`config.mk`:
```
export PLATFORM = sky130hd
export DESIGN_NAME = pol_inv_bank
export DESIGN_NICKNAME = d
export VERILOG_FILES = /design/src/rtl/pol_inv_pkg.sv /design/src/rtl/pol_cfg_regs.sv /design/src/rtl/pol_xor_stage.sv /design/src/rtl/pol_inv_bank.sv
export SDC_FILE = /design/constraint.sdc
export NUM_CORES = 1
export LEC_CHECK = 0
export BUFFER_PORTS_ARGS = -buffer_cell sky130_fd_sc_hd__buf_2
export CAP_MARGIN = 20
export CORE_AREA = 2 2 129 131
export DETAILED_ROUTE_END_ITERATION = 10
export DIE_AREA = 0 0 131 133
export PLACE_DENSITY = 0.71
export SETUP_SLACK_MARGIN = 0.3
export SYNTH_ARGS = -nofsm -noshare
export SYNTH_HDL_FRONTEND = slang
export SYNTH_SLANG_ARGS = --single-unit
export TNS_END_PERCENT = 1
```
`constraint.sdc`:
```
create_clock -name clk -period 1.8 [get_ports clk]
set_input_delay 0.36 -clock clk [delete_from_list [all_inputs] [get_ports clk]]
set_output_delay 0.36 -clock clk [all_outputs]
set_load 0.01 [all_outputs]
```
`src/rtl/pol_inv_pkg.sv`:
```
package pol_inv_pkg;
    localparam int WORD_W       = 32;
    localparam int PRIVATE_IDS  = 32;
    localparam int BYTE_LSBS    = 2;

    function automatic int words_for(input int lines);
        return (lines + WORD_W - 1) / WORD_W;
    endfunction
endpackage

```
`src/rtl/pol_cfg_regs.sv`:
```
module pol_cfg_regs
    import pol_inv_pkg::*;
#(
    parameter int NUM_SPI = 96,
    parameter int ADDR_W  = 8
) (
    input  logic                 clk,
    input  logic                 rst_n,
    input  logic                 bus_wr,
    input  logic                 bus_rd,
    input  logic [ADDR_W-1:0]    bus_addr,
    input  logic [WORD_W-1:0]    bus_wdata,
    output logic [WORD_W-1:0]    bus_rdata,
    output logic [NUM_SPI-1:0]   cfg
);
    localparam int NUM_WORDS = words_for(NUM_SPI);
    localparam int WIDX_W    = ADDR_W - BYTE_LSBS;

    typedef struct packed {
        logic [NUM_SPI-1:0] cfg;
        logic [WORD_W-1:0]  rdata;
    } regs_t;

    regs_t              st_d, st_q;
    logic [WIDX_W-1:0]  widx;

    assign widx = bus_addr[ADDR_W-1:BYTE_LSBS];

    always_comb begin
        st_d = st_q;
        if (bus_wr) begin
            for (int k = 0; k < NUM_WORDS; k++) begin
                if (widx == WIDX_W'(k + 1)) begin
                    for (int b = 0; b < WORD_W; b++) begin
                        if (k * WORD_W + b < NUM_SPI)
                            st_d.cfg[k * WORD_W + b] = bus_wdata[b];
                    end
                end
            end
        end
        if (bus_rd) begin
            st_d.rdata = '0;
            for (int k = 0; k < NUM_WORDS; k++) begin
                if (widx == WIDX_W'(k + 1)) begin
                    for (int b = 0; b < WORD_W; b++) begin
                        if (k * WORD_W + b < NUM_SPI)
                            st_d.rdata[b] = st_q.cfg[k * WORD_W + b];
                    end
                end
            end
        end
    end

    always_ff @(posedge clk or negedge rst_n) begin
        if (!rst_n) st_q <= '0;
        else        st_q <= st_d;
    end

    assign cfg       = st_q.cfg;
    assign bus_rdata = st_q.rdata;

    // Configuration is zero in the first cycle after reset
    assert_cfg_reset_R1: assert property (@(posedge clk) disable iff (!rst_n)
        $past(!rst_n) |-> (cfg == '0 && bus_rdata == '0));

    // Without a write the configuration never moves
    assert_cfg_hold_R5: assert property (@(posedge clk) disable iff (!rst_n)
        !$past(bus_wr) |-> $stable(cfg));

    // Reserved word: writes inert, reads zero
    assert_rsvd_write_R6: assert property (@(posedge clk) disable iff (!rst_n)
        $past(bus_wr && bus_addr[ADDR_W-1:BYTE_LSBS] == '0) |-> $stable(cfg));
    assert_rsvd_read_R6: assert property (@(posedge clk) disable iff (!rst_n)
        $past(bus_rd && bus_addr[ADDR_W-1:BYTE_LSBS] == '0) |-> bus_rdata == '0);

    // Out-of-range words: writes inert, reads zero
    assert_oor_write_R7: assert property (@(posedge clk) disable iff (!rst_n)
        $past(bus_wr && int'(bus_addr[ADDR_W-1:BYTE_LSBS]) > NUM_WORDS) |-> $stable(cfg));
    assert_oor_read_R7: assert property (@(posedge clk) disable iff (!rst_n)
        $past(bus_rd && int'(bus_addr[ADDR_W-1:BYTE_LSBS]) > NUM_WORDS) |-> bus_rdata == '0);

    // Read data changes only on a read
    assert_rdata_hold_R5: assert property (@(posedge clk) disable iff (!rst_n)
        !$past(bus_rd) |-> $stable(bus_rdata));
endmodule

```
`src/rtl/pol_xor_stage.sv`:
```
module pol_xor_stage #(
    parameter int NUM_SPI = 96
) (
    input  logic [NUM_SPI-1:0] line_in,
    input  logic [NUM_SPI-1:0] invert,
    output logic [NUM_SPI-1:0] line_out
);
    for (genvar i = 0; i < NUM_SPI; i++) begin : g_line
        assign line_out[i] = line_in[i] ^ invert[i];
    end
endmodule

```
`src/rtl/pol_inv_bank.sv`:
```
module pol_inv_bank
    import pol_inv_pkg::*;
#(
    parameter int NUM_SPI = 96,
    parameter int ADDR_W  = 8
) (
    input  logic                 clk,
    input  logic                 rst_n,
    input  logic                 bus_wr,
    input  logic                 bus_rd,
    input  logic [ADDR_W-1:0]    bus_addr,
    input  logic [31:0]          bus_wdata,
    output logic [31:0]          bus_rdata,
    input  logic [NUM_SPI-1:0]   irq_in,
    output logic [NUM_SPI-1:0]   irq_out
);
    logic [NUM_SPI-1:0] cfg;

    pol_cfg_regs #(.NUM_SPI(NUM_SPI), .ADDR_W(ADDR_W)) u_regs (
        .clk       (clk),
        .rst_n     (rst_n),
        .bus_wr    (bus_wr),
        .bus_rd    (bus_rd),
        .bus_addr  (bus_addr),
        .bus_wdata (bus_wdata),
        .bus_rdata (bus_rdata),
        .cfg       (cfg)
    );

    pol_xor_stage #(.NUM_SPI(NUM_SPI)) u_xor (
        .line_in  (irq_in),
        .invert   (cfg),
        .line_out (irq_out)
    );

    // With no write in the last cycle, a stable input gives a stable output
    assert_out_follows_R8: assert property (@(posedge clk) disable iff (!rst_n)
        (!$past(bus_wr) && $stable(irq_in)) |-> $stable(irq_out));
endmodule

```
; Word-level counts from Yosys, hierarchy flattened
; Cells that the tools add are included.
[word_totals]
ff_bits = 128
output_inout_bits = 128
elab_cells = 109
[classes]
n_eq_ne = 3
muxes = 3
n_bitwise = 96
n_reduce_logical = 3
[op_table]
columns = cell, n
row1 = $mux W32, 3
row2 = $xor A1 B1 Y1, 96
row3 = $eq A6 B2 Y1 const B, 2
row4 = $eq A6 B1 Y1 const B, 1
row5 = $reduce_and A2 Y1, 3

; Depth between registers and ports, before layout
; Gate-level depths: netlist of run 1.
[depth]
depth_word = 4
mapped_depth = 6

; By module
; Synthesis of run 1 repeated with hierarchy kept, for this count alone.
[unflattened]
hier_cells = 499
hier_area_um2 = 6264.8
[modules_own_cells]
columns = module, instances, cells_each, area_per_inst_um2, seq_area_each_um2
row1 = pol_cfg_regs, 1, 403, 5424.0, 3203.1
row2 = pol_xor_stage, 1, 96, 840.8, 0.0

; Worst setup path after synthesis of run 1
; No wires, ideal clock.
[synth_timing]
path_type = input port to flip-flop
start = input port bus_addr[5]
end = register u_regs.st_q, in the netlist u_regs.cfg[66]
setup_time_ns = 0.127
arrival_ns = 1.646
required_ns = 1.673
setup_slack_ns = 0.027
cell_stages = 5
path_buffers = 2
cell_sequence = or4_1 -> buf_2 -> nor2_8 -> buf_8 -> mux2_1
[synth_between]
elab_chain_cells = 2
[synth_lines]
columns = item, line
row1 = "start, declared", pol_inv_bank.sv:11  ; input logic [ADDR_W-1:0] bus_addr,
row2 = $eq A6 B2 Y1, pol_cfg_regs.sv:33  ; if (widx == WIDX_W'(k + 1)) begin
row3 = $reduce_and A2 Y1 (no line), n/a
row4 = "end signal, assigned", pol_cfg_regs.sv:56  ; else st_q <= st_d;
row5 = "end, declared", pol_cfg_regs.sv:24  ; regs_t st_d, st_q;
; Every way passes these cells.
; A chain may end at the register's enable or synchronous reset.

; Worst setup path after layout of run 1
[layout_timing]
start = register u_regs.st_q, in the netlist u_regs.cfg[2]
end = output port irq_out[2]
[layout_between]
elab_chain_cells = 1
[layout_lines]
columns = item, line
row1 = $xor A1 B1 Y1, pol_xor_stage.sv:9  ; assign line_out[i] = line_in[i] ^ invert[i];
row2 = "end, declared", pol_inv_bank.sv:15  ; output logic [NUM_SPI-1:0] irq_out
; Every way passes these cells.

==> results_dict.tcl, run 1 <==
set metrics [dict create \
    drt-initial-drc-count 186 \
    clock_tree.buffer_depth 2 \
    worst_setup_path_start_kind "flop" \
    worst_slew_pin_slew_ps 417 \
    finalCritPeriodShare 0.844 \
    hold_slack_ps 188 \
    diodes 0 \
    setup.worst_path.end_class "output port" \
    crit_path_max_incr_delay_ps 420 \
    tritoncts "yes" \
    core-area_um2 16200 \
    sinks_on_the_clock_net 128 \
    timing_hold_violations_final 0 \
    drv.max_cap_violation_count 0 \
    drcViolationCount 0 \
    rows 47 \
    sw_frac_of_total 0.269 \
    switchingPower_w 0.00237 \
    final_common_cell "sky130_fd_sc_hd__buf_2" \
    worst-endpoint-required_ps 1440 \
    critical_path_arrival_ps 1160 \
    die_width_um 131 \
    syn_avg_cell_area_um2 12.6 \
    vias 5093 \
    place_worst_setup_slack_ps -63.0 \
    number_of_placed_i_o_pins 268 \
    totalWireLength_mm 16.4 \
    critPathKind "reg2out" \
    clk-insertion-delay-late_ps 410 \
    cp.buffers_inverters 1 \
    critical_path.top_delay_family "flip-flops" \
    die_height_um 133 \
    clock_skew_ps 5.80 \
    postSynth.topFlopCell "sky130_fd_sc_hd__dfrtp_1" \
    first_global_vias 5014 \
    rsz_0062_raised_after_global_routing "yes" \
    synth_cell_types 16 \
    post_route_cells_drive_above_1_share 0.504 \
    die-area_um2 17400 \
    pwr-share-clk 0.409 \
    maximum_number_of_pins_on_one_net_before_global_route_repair 67 \
    drt-pass1-iter-count 4 \
    clockRootBuffer "sky130_fd_sc_hd__clkbuf_16" \
    ys.warnings.count 0 \
    hold_path.class "in2reg" \
    grt_pass1_wl_mm 25.5 \
    layout_common_cells "264 x sky130_fd_sc_hd__buf_2, 128 x sky130_fd_sc_hd__dfrtp_1, 95 x sky130_fd_sc_hd__xor2_1" \
    final_design_area_no_fill_um2 8690 \
    internal_power_w 0.00645 \
    synth_fp_nets 638 \
    clkTransAtPathRegs_ps 60 \
    wire_per_inst_um 16.3 \
    setup_slack_ps 281 \
    antenna_found_initial 0 \
    postSynthCellCount 498 \
    synth.yosys.seq_area_share 0.509 \
    ant_nets 0 \
    setup_viol 0 \
    asyncSetResetFlopFracSynth 1.00 \
    cts.htree.levels 4 \
    post_layout_total_power_w 0.00882 \
    postSynthRegisterBits 128 \
    detailedPlacementHpwl_mm 12.0 \
    outcome "complete, no violations" \
    slew_headroom 0.722 \
    worst_path_max_delay_cell "sky130_fd_sc_hd__dfrtp_1" \
    finalCriticalPeriod_ps 1520 \
    syn_area_um2 6290 \
    pwr_density_cell_nw_per_um2 1020 \
    max_clock_freq_mhz 658 \
    area_growth_syn_to_layout_pct 38.1 \
    maximum_ir_drop_on_the_vdd_rail_v 0.000557 \
    critPathMaxFanout 3 \
    starting_density_of_the_core 0.389 \
    grt_overflow 0 \
    p_leak_nw 4.45 \
    num-nets-final 911 \
    tritoncts.num_buffers 17 \
    maxSlewViolCount 0 \
    crit_path_cell_trace "xor2_1 -> buf_2" \
    portBuffers 265 \
    utilization_after_layout 0.537 \
    placement.cell_area_um2 8030 \
    place.gp.congestion 0.713 \
    grt_use_total 0.188 \
    post_drt_via_cell_ratio 5.07 \
    power.sequential.fraction 0.402 \
    power_frac_comb 0.189 \
    synth-edff-count 0 \
]
-- logic make-up (layout without fill, tap and decap cells) --
logic type	after synthesis	count (layout)	synth area share
AOI/OAI and AO/OA	96	96	0.115
xor gates and xnor gates	96	96	0.134
muxes	96	96	0.172
DFF	128	128	0.509
buffers and inverters	42	328	0.0340
and+or+nand+nor	40	40	0.0366
-- final cells by class --
cell class,count,area (µm²)
sequential,128,3200
multi-input combinational,328,2910
timing repair buffer,296,1680
fill,1436,7480
clock inverter,10,159
tap,220,275
clock buffer,22,464
-- sequential cells by signal (all words and copies together) (netlist names) --
signal	count
u_regs.bus_rdata	32
u_regs.cfg	96
-- cell usage after synthesis (3+ instances only) --
cell / number / area [µm²]
sky130_fd_sc_hd__mux2_1: 32 / 360
sky130_fd_sc_hd__a31oi_1: 32 / 200
sky130_fd_sc_hd__clkbuf_1: 21 / 78.8
sky130_fd_sc_hd__mux2_2: 64 / 721
sky130_fd_sc_hd__o211ai_1: 32 / 240
sky130_fd_sc_hd__buf_2: 18 / 90.1
sky130_fd_sc_hd__xor2_1: 96 / 841
sky130_fd_sc_hd__o32ai_1: 32 / 280
sky130_fd_sc_hd__dfrtp_1: 128 / 3200
sky130_fd_sc_hd__nand3_1: 35 / 175
sky130_fd_sc_hd__buf_8: 3 / 45.0
-- stage by stage --
step,std cells,setup TNS [ps]
floorplan,498,0
global placement,968,-708
detailed placement,968,-1790
CTS,1003,0
global route,1004,0
finish,1004,0
-- final timing paths --
check | start | cells past startpoint | to | slack, ps
max in group asynchronous | rst_n | 3 | u_regs.cfg[17] | 990
worst max-delay path | u_regs.cfg[2] | 2 | irq_out[2] | 280
worst max register to register | u_regs.cfg[90] | 3 | u_regs.bus_rdata[26] | 790
worst min-delay path | bus_wdata[25] | 2 | u_regs.cfg[25] | 190
min in group asynchronous | rst_n | 3 | u_regs.cfg[32] | 500
worst min register to register | u_regs.cfg[67] | 1 | u_regs.cfg[67] | 540
-- per-layer routing --
layer	vias to the layer above	GRT usage	wire, µm
met2	208	0.320	8330
met5	-	0	0
met1	2461	0.233	6650
met4	0	0.0538	208
li1	2404	-	-
met3	20	0.0510	1170
-- timing repair --
item	4_1_cts	5_1_grt
endpoints found under the setup margin	45	96
pin swaps	3	3
endpoints found under the hold margin	111	0
setup buffers	2	1
resized for setup	1	0
hold buffers	1	0
-- power by group through the flow --
stage / registers (W) / clock network (W) / logic [W]
after detailed placement: 0.00360 / 0 / 0.00167
after CTS: 0.00355 / 0.00368 / 0.00168
after global routing: 0.00360 / 0.00382 / 0.00184
final: 0.00355 / 0.00361 / 0.00167
after floorplan: 0.00352 / 0 / 0.000852
after global placement: 0.00359 / 0 / 0.00164
No activity file was read; power rests on OpenSTA's default activity.
==> inputs of run 2 (changes only) <==
--- a/config.mk
+++ b/config.mk
@@ -5,12 +5,13 @@
 export SDC_FILE = /design/constraint.sdc
 export NUM_CORES = 1
 export LEC_CHECK = 0
+export ABC_AREA = 1
 export BUFFER_PORTS_ARGS = -buffer_cell sky130_fd_sc_hd__buf_2
 export CAP_MARGIN = 20
-export CORE_AREA = 2 2 129 131
+export CORE_AREA = 2 2 133 135
 export DETAILED_ROUTE_END_ITERATION = 10
-export DIE_AREA = 0 0 131 133
-export PLACE_DENSITY = 0.71
+export DIE_AREA = 0 0 135 137
+export PLACE_DENSITY = 0.73
 export SETUP_SLACK_MARGIN = 0.3
 export SYNTH_ARGS = -nofsm -noshare
 export SYNTH_HDL_FRONTEND = slang
==> constraint.sdc (replaced) <==
create_clock -name clk -period 1.22 [get_ports clk]
set_input_delay 0.244 -clock clk [delete_from_list [all_inputs] [get_ports clk]]
set_output_delay 0.244 -clock clk [all_outputs]
set_load 0.01 [all_outputs]
==> run 2 against run 1 <==
Net effect:
- the run now ends with setup timing left
- sequential power rose by 50%
- synthesized cell count rose by 61%
- non-clock buffer count rose by 16
- utilization rose by 2.4 points
- register-to-register slack got worse by 520 ps
- via count rose by 29%
- sequential share of layout area fell by 3.4 points
- power rose by 53%
- worst hold slack got worse by 150 ps
- clock power rose by 46%
- largest power group is now sequential cells
==> results_dict.tcl, run 2 <==
set metrics [dict create \
    tritoncts.num_buffers 17 \
    post_synth_most_frequent_cells "192 x sky130_fd_sc_hd__nand2_1, 128 x sky130_fd_sc_hd__dfrtp_1, 111 x sky130_fd_sc_hd__nor2_1" \
    holdPathStages 3 \
    starting_density_of_the_core 0.395 \
    postSynthRegisterBits 128 \
    grt_pass1_wl_mm 32.2 \
    largest_register_ff_count 96 \
    die_width_um 135 \
    asyncSetResetFlopFracSynth 1.00 \
    grt_overflow 0 \
    ant_nets 0 \
    syn_avg_cell_area_um2 8.37 \
    clock_skew_ps 7.21 \
    diodes 0 \
    maxSlewViolCount 0 \
    p_leak_nw 5.29 \
    rows 48 \
    clk-insertion-delay-late_ps 420 \
    r2r.worst_path.cells 5 \
    synth-compound-area-share 0.0935 \
    core-area_um2 17100 \
    post_synth_xor_area_fraction 0.125 \
    tritoncts "yes" \
    critPathMaxFanout 3 \
    place.gp.congestion 0.771 \
    postSynth.topFlopCell "sky130_fd_sc_hd__dfrtp_1" \
    clock_tree.buffer_depth 2 \
    power_frac_comb 0.215 \
    maximum_number_of_pins_on_one_net_before_global_route_repair 42 \
    synth_cell_types 24 \
    post_drt_via_cell_ratio 4.96 \
    grt_use_total 0.230 \
    pwr-share-clk 0.390 \
    area_growth_syn_to_layout_pct 42.2 \
    critPathKind "reg2out" \
    sinks_on_the_clock_net 128 \
    dp.cells 1291 \
    critical_path_arrival_ps 1160 \
    failed_checks "setup timing" \
    synth.mux.area_fraction 0 \
    ff2ff_setup_slack_ps 270 \
    wire_per_inst_um 15.9 \
    layout_common_cells "252 x sky130_fd_sc_hd__buf_2, 154 x sky130_fd_sc_hd__nand2_1, 127 x sky130_fd_sc_hd__dfrtp_1" \
    num-nets-final 1229 \
    maximum_ir_drop_on_the_vdd_rail_v 0.000923 \
    synth_fp_nets 944 \
    seq_area_um2 3200 \
    layout.cells.non_filler 1327 \
    post-synth-top-area-cell "sky130_fd_sc_hd__dfrtp_1" \
    power.sequential.fraction 0.395 \
    worst_setup_path_start_kind "flop" \
    cts.htree.levels 4 \
    drcViolationCount 0 \
    switchingPower_w 0.00405 \
    pwr_density_cell_nw_per_um2 1410 \
    fraction_of_the_mapped_netlist_area_in_simple_logic_gates 0.235 \
    clkTransAtPathRegs_ps 60 \
    setup_viol 97 \
    syn_area_um2 6730 \
    finalCritPeriodShare 1.15 \
    synth.yosys.seq_area_share 0.476 \
    synthAdderAreaFrac 0 \
    worst-endpoint-required_ps 980 \
    place_worst_setup_slack_ps -246 \
    drt-pass1-iter-count 5 \
    setup.worst_path.end_class "output port" \
    postSynthCellCount 804 \
    synth_top_family_by_area "simple AND/OR/NAND/NOR gates" \
    finalCriticalPeriod_ps 1400 \
    die-area_um2 18500 \
    post-synth-top-area-fraction 0.476 \
    min_from "bus_wdata[24]" \
    timing_hold_violations_final 0 \
    worst_slew_pin_slew_ps 388 \
    crit-reg2reg-launch "u_regs.cfg[22]" \
    die_height_um 137 \
    hold_path.class "in2reg" \
    ys.warnings.count 0 \
    synth-edff-count 0 \
    hold_end "u_regs.cfg[56]" \
    setup_slack_ps -184 \
    post_route_cells_drive_above_1_share 0.374 \
    number_of_placed_i_o_pins 268 \
    final_common_cell "sky130_fd_sc_hd__buf_2" \
    drv.max_cap_violation_count 0 \
    slew_headroom 0.741 \
    outcome "finished with violations" \
    rsz_0062_raised_after_global_routing "yes" \
    totalWireLength_mm 21.1 \
    drt-initial-drc-count 362 \
    clockRootBuffer "sky130_fd_sc_hd__clkbuf_16" \
    vias 6584 \
    first_global_vias 6079 \
    antenna_found_initial 1 \
    multi_input_comb_area_um2 3300 \
    max_clock_freq_mhz 712 \
    detailedPlacementHpwl_mm 14.9 \
    synth_area_leaders "sky130_fd_sc_hd__dfrtp_1 48%, sky130_fd_sc_hd__xor2_1 12%, sky130_fd_sc_hd__nand2_1 11%" \
    synth.most_common_cell "sky130_fd_sc_hd__nand2_1" \
    sw_frac_of_total 0.301 \
    internal_power_w 0.00941 \
    portBuffers 265 \
    num-fill-cells 1551 \
    r2r-end "u_regs.bus_rdata[22]" \
]
-- run 2: cell count changes in the layout (fill, tap and decap cells not counted), moves of 26 or more --
cell / before / now
sky130_fd_sc_hd__mux2_2: 64 / 0
sky130_fd_sc_hd__nand4_1: 0 / 38
sky130_fd_sc_hd__o21ai_0: 0 / 38
sky130_fd_sc_hd__mux2_1: 32 / 0
sky130_fd_sc_hd__o32ai_1: 32 / 0
sky130_fd_sc_hd__o21ai_1: 0 / 43
sky130_fd_sc_hd__nand2_2: 0 / 26
sky130_fd_sc_hd__a31oi_1: 32 / 0
sky130_fd_sc_hd__nand2_1: 0 / 154
sky130_fd_sc_hd__o211ai_1: 32 / 0
sky130_fd_sc_hd__inv_1: 0 / 45
sky130_fd_sc_hd__nor2_1: 0 / 108
sky130_fd_sc_hd__a21oi_1: 0 / 30
-- run 2: worst max-delay path by stage --
stage                   startpoint             end  cells after the start  slack, ps
floorplan              bus_addr[3]  u_regs.cfg[84]                      7        -40
global placement       bus_addr[7]  u_regs.cfg[15]                      7       -210
detailed placement     bus_addr[7]  u_regs.cfg[12]                      7       -250
CTS                 u_regs.cfg[54]     irq_out[54]                      2       -220
global route        u_regs.cfg[35]     irq_out[35]                      2       -240
finish              u_regs.cfg[59]     irq_out[59]                      2       -180
-- run 2: power groups by stage --
stage / logic, W / registers [W] / clock network (W)
6_report: 0.00289 / 0.00532 / 0.00526
5_1_grt: 0.00321 / 0.00540 / 0.00553
4_1_cts: 0.00285 / 0.00533 / 0.00535
3_5_place_dp: 0.00276 / 0.00540 / 0
3_3_place_gp: 0.00269 / 0.00539 / 0
2_1_floorplan: 0.00148 / 0.00522 / 0
-- run 2: stage by stage --
step                      total power, W   util  cell area [µm²]  TNS (ps)  hold slack (ps)
after detailed placement         0.00816  0.500             8530    -21700              146
after floorplan                  0.00670      -             6730     -1900            -51.6
after global placement           0.00808  0.500             8530    -18330              145
after global routing              0.0141  0.561             9580    -18480             42.0
after CTS                         0.0135  0.550             9380    -15840             18.1
final                             0.0135  0.561             9580    -13110             40.1
-- run 2: area by class of cell --
type                            count  area share
Timing Repair Buffer              312       0.209
Sequential cell                   128       0.335
Inverter                           48      0.0191
Multi-Input combinational cell    582       0.344
Clock inverter                     13      0.0167
Tap cell                          225      0.0294
Clock buffer                       19      0.0473
-- run 2: kinds of logic (layout without fill, tap and decap cells) --
| logic type | Yosys count | count (layout) |
|---|---|---|
| and+or+nand+nor | 364 | 364 |
| DFF | 128 | 128 |
| AOI/OAI and AO/OA | 122 | 122 |
| xor gates and xnor gates | 96 | 96 |
| buffers and inverters | 94 | 392 |
-- run 2: critical path: stages, from the launching register on --
cell and delay (ps):
sky130_fd_sc_hd__dfrtp_1 410, sky130_fd_sc_hd__xor2_1 170, sky130_fd_sc_hd__buf_2 160
-- run 2: what timing repair did --
action	4_1_cts	5_1_grt
pin swaps	132	81
hold buffers	1	0
resized for setup	67	59
buffers inserted	3	0
gates cloned	0	0
endpoints found under the hold margin	67	0
endpoints found under the setup margin	230	253
-- run 2: layer usage --
| layer | wire [µm] | share of wire | vias to the layer above | global-route usage |
|---|---|---|---|---|
| li1 | - | - | 3144 | - |
| met1 | 8490 | 0.40 | 3135 | 0.285 |
| met4 | 172 | 0.0081 | 2 | 0.0775 |
| met3 | 1570 | 0.074 | 20 | 0.0419 |
| met2 | 10900 | 0.52 | 283 | 0.406 |
| met5 | 7 | 0.00033 | - | 0 |
==> inputs of run 3 (changes only) <==
--- a/config.mk
+++ b/config.mk
@@ -5,13 +5,12 @@
 export SDC_FILE = /design/constraint.sdc
 export NUM_CORES = 1
 export LEC_CHECK = 0
-export ABC_AREA = 1
 export BUFFER_PORTS_ARGS = -buffer_cell sky130_fd_sc_hd__buf_2
 export CAP_MARGIN = 20
-export CORE_AREA = 2 2 133 135
+export CORE_AREA = 2 2 129 131
 export DETAILED_ROUTE_END_ITERATION = 10
-export DIE_AREA = 0 0 135 137
-export PLACE_DENSITY = 0.73
+export DIE_AREA = 0 0 131 133
+export PLACE_DENSITY = 0.74
 export SETUP_SLACK_MARGIN = 0.3
 export SYNTH_ARGS = -nofsm -noshare
 export SYNTH_HDL_FRONTEND = slang
==> run 3 against run 2 <==
Net effect:
- the run still ends with setup timing left
- clock skew rose by 2.5 ps
- flip-flop and latch count unchanged
- power down 5.7%
- first-iteration DRC count is 30% lower
- global-route usage is 2.9 points lower
- fmax down 1.8%
- die area is 5.8% lower
- count of clock-buffer cells in the layout up 1
- critical path type unchanged
- critical endpoint is now irq_out[13]
==> results_dict.tcl, run 3 (same netlist as run 1, synthesis figures left out) <==
set metrics [dict create \
    outcome "finished with violations" \
    failed_checks "setup timing" \
    grt_use_total 0.201 \
    wire_per_inst_um 17.5 \
    die-area_um2 17400 \
    tritoncts.num_buffers 17 \
    grt_pass1_wl_mm 27.2 \
    maxSlewViolCount 0 \
    post_route_cells_drive_above_1_share 0.523 \
    pwr_density_cell_nw_per_um2 1440 \
    place_worst_setup_slack_ps -542 \
    timing_hold_violations_final 0 \
    first_global_vias 5172 \
    grt_overflow 0 \
    totalWireLength_mm 17.5 \
    sw_frac_of_total 0.289 \
    worst_setup_path_start_kind "flop" \
    hold_slack_ps 72.2 \
    area_growth_syn_to_layout_pct 40.0 \
    place.gp.congestion 0.750 \
    vias 5208 \
    maximum_ir_drop_on_the_vdd_rail_v 0.000885 \
    die_width_um 131 \
    slew_headroom 0.709 \
    clock_skew_ps 9.68 \
    layout_common_cells "250 x sky130_fd_sc_hd__buf_2, 128 x sky130_fd_sc_hd__dfrtp_1, 96 x sky130_fd_sc_hd__xor2_1" \
    multi_input_comb_area_um2 3010 \
    finalCriticalPeriod_ps 1430 \
    ant_nets 0 \
    clkTransAtPathRegs_ps 60 \
    drcViolationCount 0 \
    core-area_um2 16200 \
    clockRootBuffer "sky130_fd_sc_hd__clkbuf_16" \
    portBuffers 265 \
    rows 47 \
    dp.cells 963 \
    pwr-share-clk 0.385 \
    critPathMaxFanout 3 \
    post_drt_via_cell_ratio 5.22 \
    die_height_um 133 \
    drt-initial-drc-count 254 \
    power.sequential.fraction 0.415 \
    clock_tree.buffer_depth 2 \
    finalCritPeriodShare 1.17 \
    p_leak_nw 4.40 \
    starting_density_of_the_core 0.389 \
    drv.max_cap_violation_count 0 \
    drt-pass1-iter-count 4 \
    rsz_0062_raised_after_global_routing "yes" \
    finalSetupTns_ps -15280 \
    critical_path_arrival_ps 1190 \
    internal_power_w 0.00903 \
    setup_viol 132 \
    maximum_number_of_pins_on_one_net_before_global_route_repair 65 \
    clk-insertion-delay-late_ps 410 \
    antenna_found_initial 0 \
    diodes 0 \
    setup.worst_path.end_class "output port" \
    switchingPower_w 0.00367 \
    seq_area_um2 3200 \
    number_of_placed_i_o_pins 268 \
    setup_slack_ps -210 \
    worst_slew_pin_slew_ps 436 \
    power_frac_comb 0.200 \
    detailedPlacementHpwl_mm 12.0 \
    tritoncts "yes" \
    num-nets-final 905 \
    largest_register_ff_count 96 \
    layout.cells.non_filler 998 \
    max_clock_freq_mhz 699 \
    worst-endpoint-required_ps 980 \
    final_common_cell "sky130_fd_sc_hd__buf_2" \
    num-fill-cells 1354 \
    critPathKind "reg2out" \
    cts.htree.levels 4 \
    hold_path.class "in2reg" \
    sinks_on_the_clock_net 128 \
]
run 3: changes by cell type in the layout (fill, tap and decap cells not counted), sizes merged, moves of 19 or more:
cell / previous run / this run
nor2: 115 / 1
o211ai: 0 / 32
mux2: 0 / 96
o32ai: 0 / 32
o21ai: 90 / 0
nand3: 16 / 35
nand2: 193 / 0
buf: 310 / 289
a21oi: 32 / 0
inv: 49 / 2
a31oi: 0 / 32
nand4: 39 / 0
run 3: power by group through the flow:
stage | clock, W | combinational (W) | sequential (W)
floorplan | 0 | 0.00126 | 0.00520
global placement | 0 | 0.00240 | 0.00531
detailed placement | 0 | 0.00245 | 0.00532
CTS | 0.00498 | 0.00253 | 0.00526
global route | 0.00518 | 0.00280 | 0.00534
finish | 0.00489 | 0.00254 | 0.00526
run 3: area by class of cell:
class | instances | share of cell area
timing repair buffer | 290 | 0.198
tap | 220 | 0.0313
multi-input combinational | 328 | 0.342
clock buffer | 20 | 0.0530
clock inverter | 12 | 0.0124
sequential | 128 | 0.364
run 3: final timing paths:
path                                     start                   end  slack, ps  cells after the start
worst min-delay path             bus_wdata[28]        u_regs.cfg[92]         70                      2
worst max register to register  u_regs.cfg[80]  u_regs.bus_rdata[16]        210                      3
worst max-delay path            u_regs.cfg[13]           irq_out[13]       -210                      2
max in group asynchronous                rst_n        u_regs.cfg[17]        500                      3
worst min register to register  u_regs.cfg[77]        u_regs.cfg[77]        540                      1
min in group asynchronous                rst_n        u_regs.cfg[33]        190                      2
run 3: worst max-delay path, cell delays in order (launching register included):
cell and delay, ps:
sky130_fd_sc_hd__dfrtp_1 410, sky130_fd_sc_hd__xor2_1 200, sky130_fd_sc_hd__buf_2 170
run 3: timing repair:
action	CTS	global route
gates resized for setup	33	18
hold buffers	1	0
endpoints found under the setup margin	256	256
buffers inserted	1	1
pin swaps	99	2
hold endpoints to repair	128	0
run 3: through the flow:
step / util / cell area [µm²] / power [W]
finish: 0.544 / 8800 / 0.0127
CTS: 0.538 / 8700 / 0.0128
detailed placement: 0.492 / 7950 / 0.00777
global placement: 0.492 / 7950 / 0.00771
global route: 0.544 / 8800 / 0.0133
floorplan: - / 6300 / 0.00645
run 3: metal layers:
layer	vias to the layer above	global-route usage	share of wire	wire length [µm]
met3	19	0.0566	0.075	1320
met1	2569	0.249	0.40	6950
met2	237	0.343	0.51	8970
met5	-	0	0	0
met4	0	0.0561	0.014	241
li1	2383	-	-	-
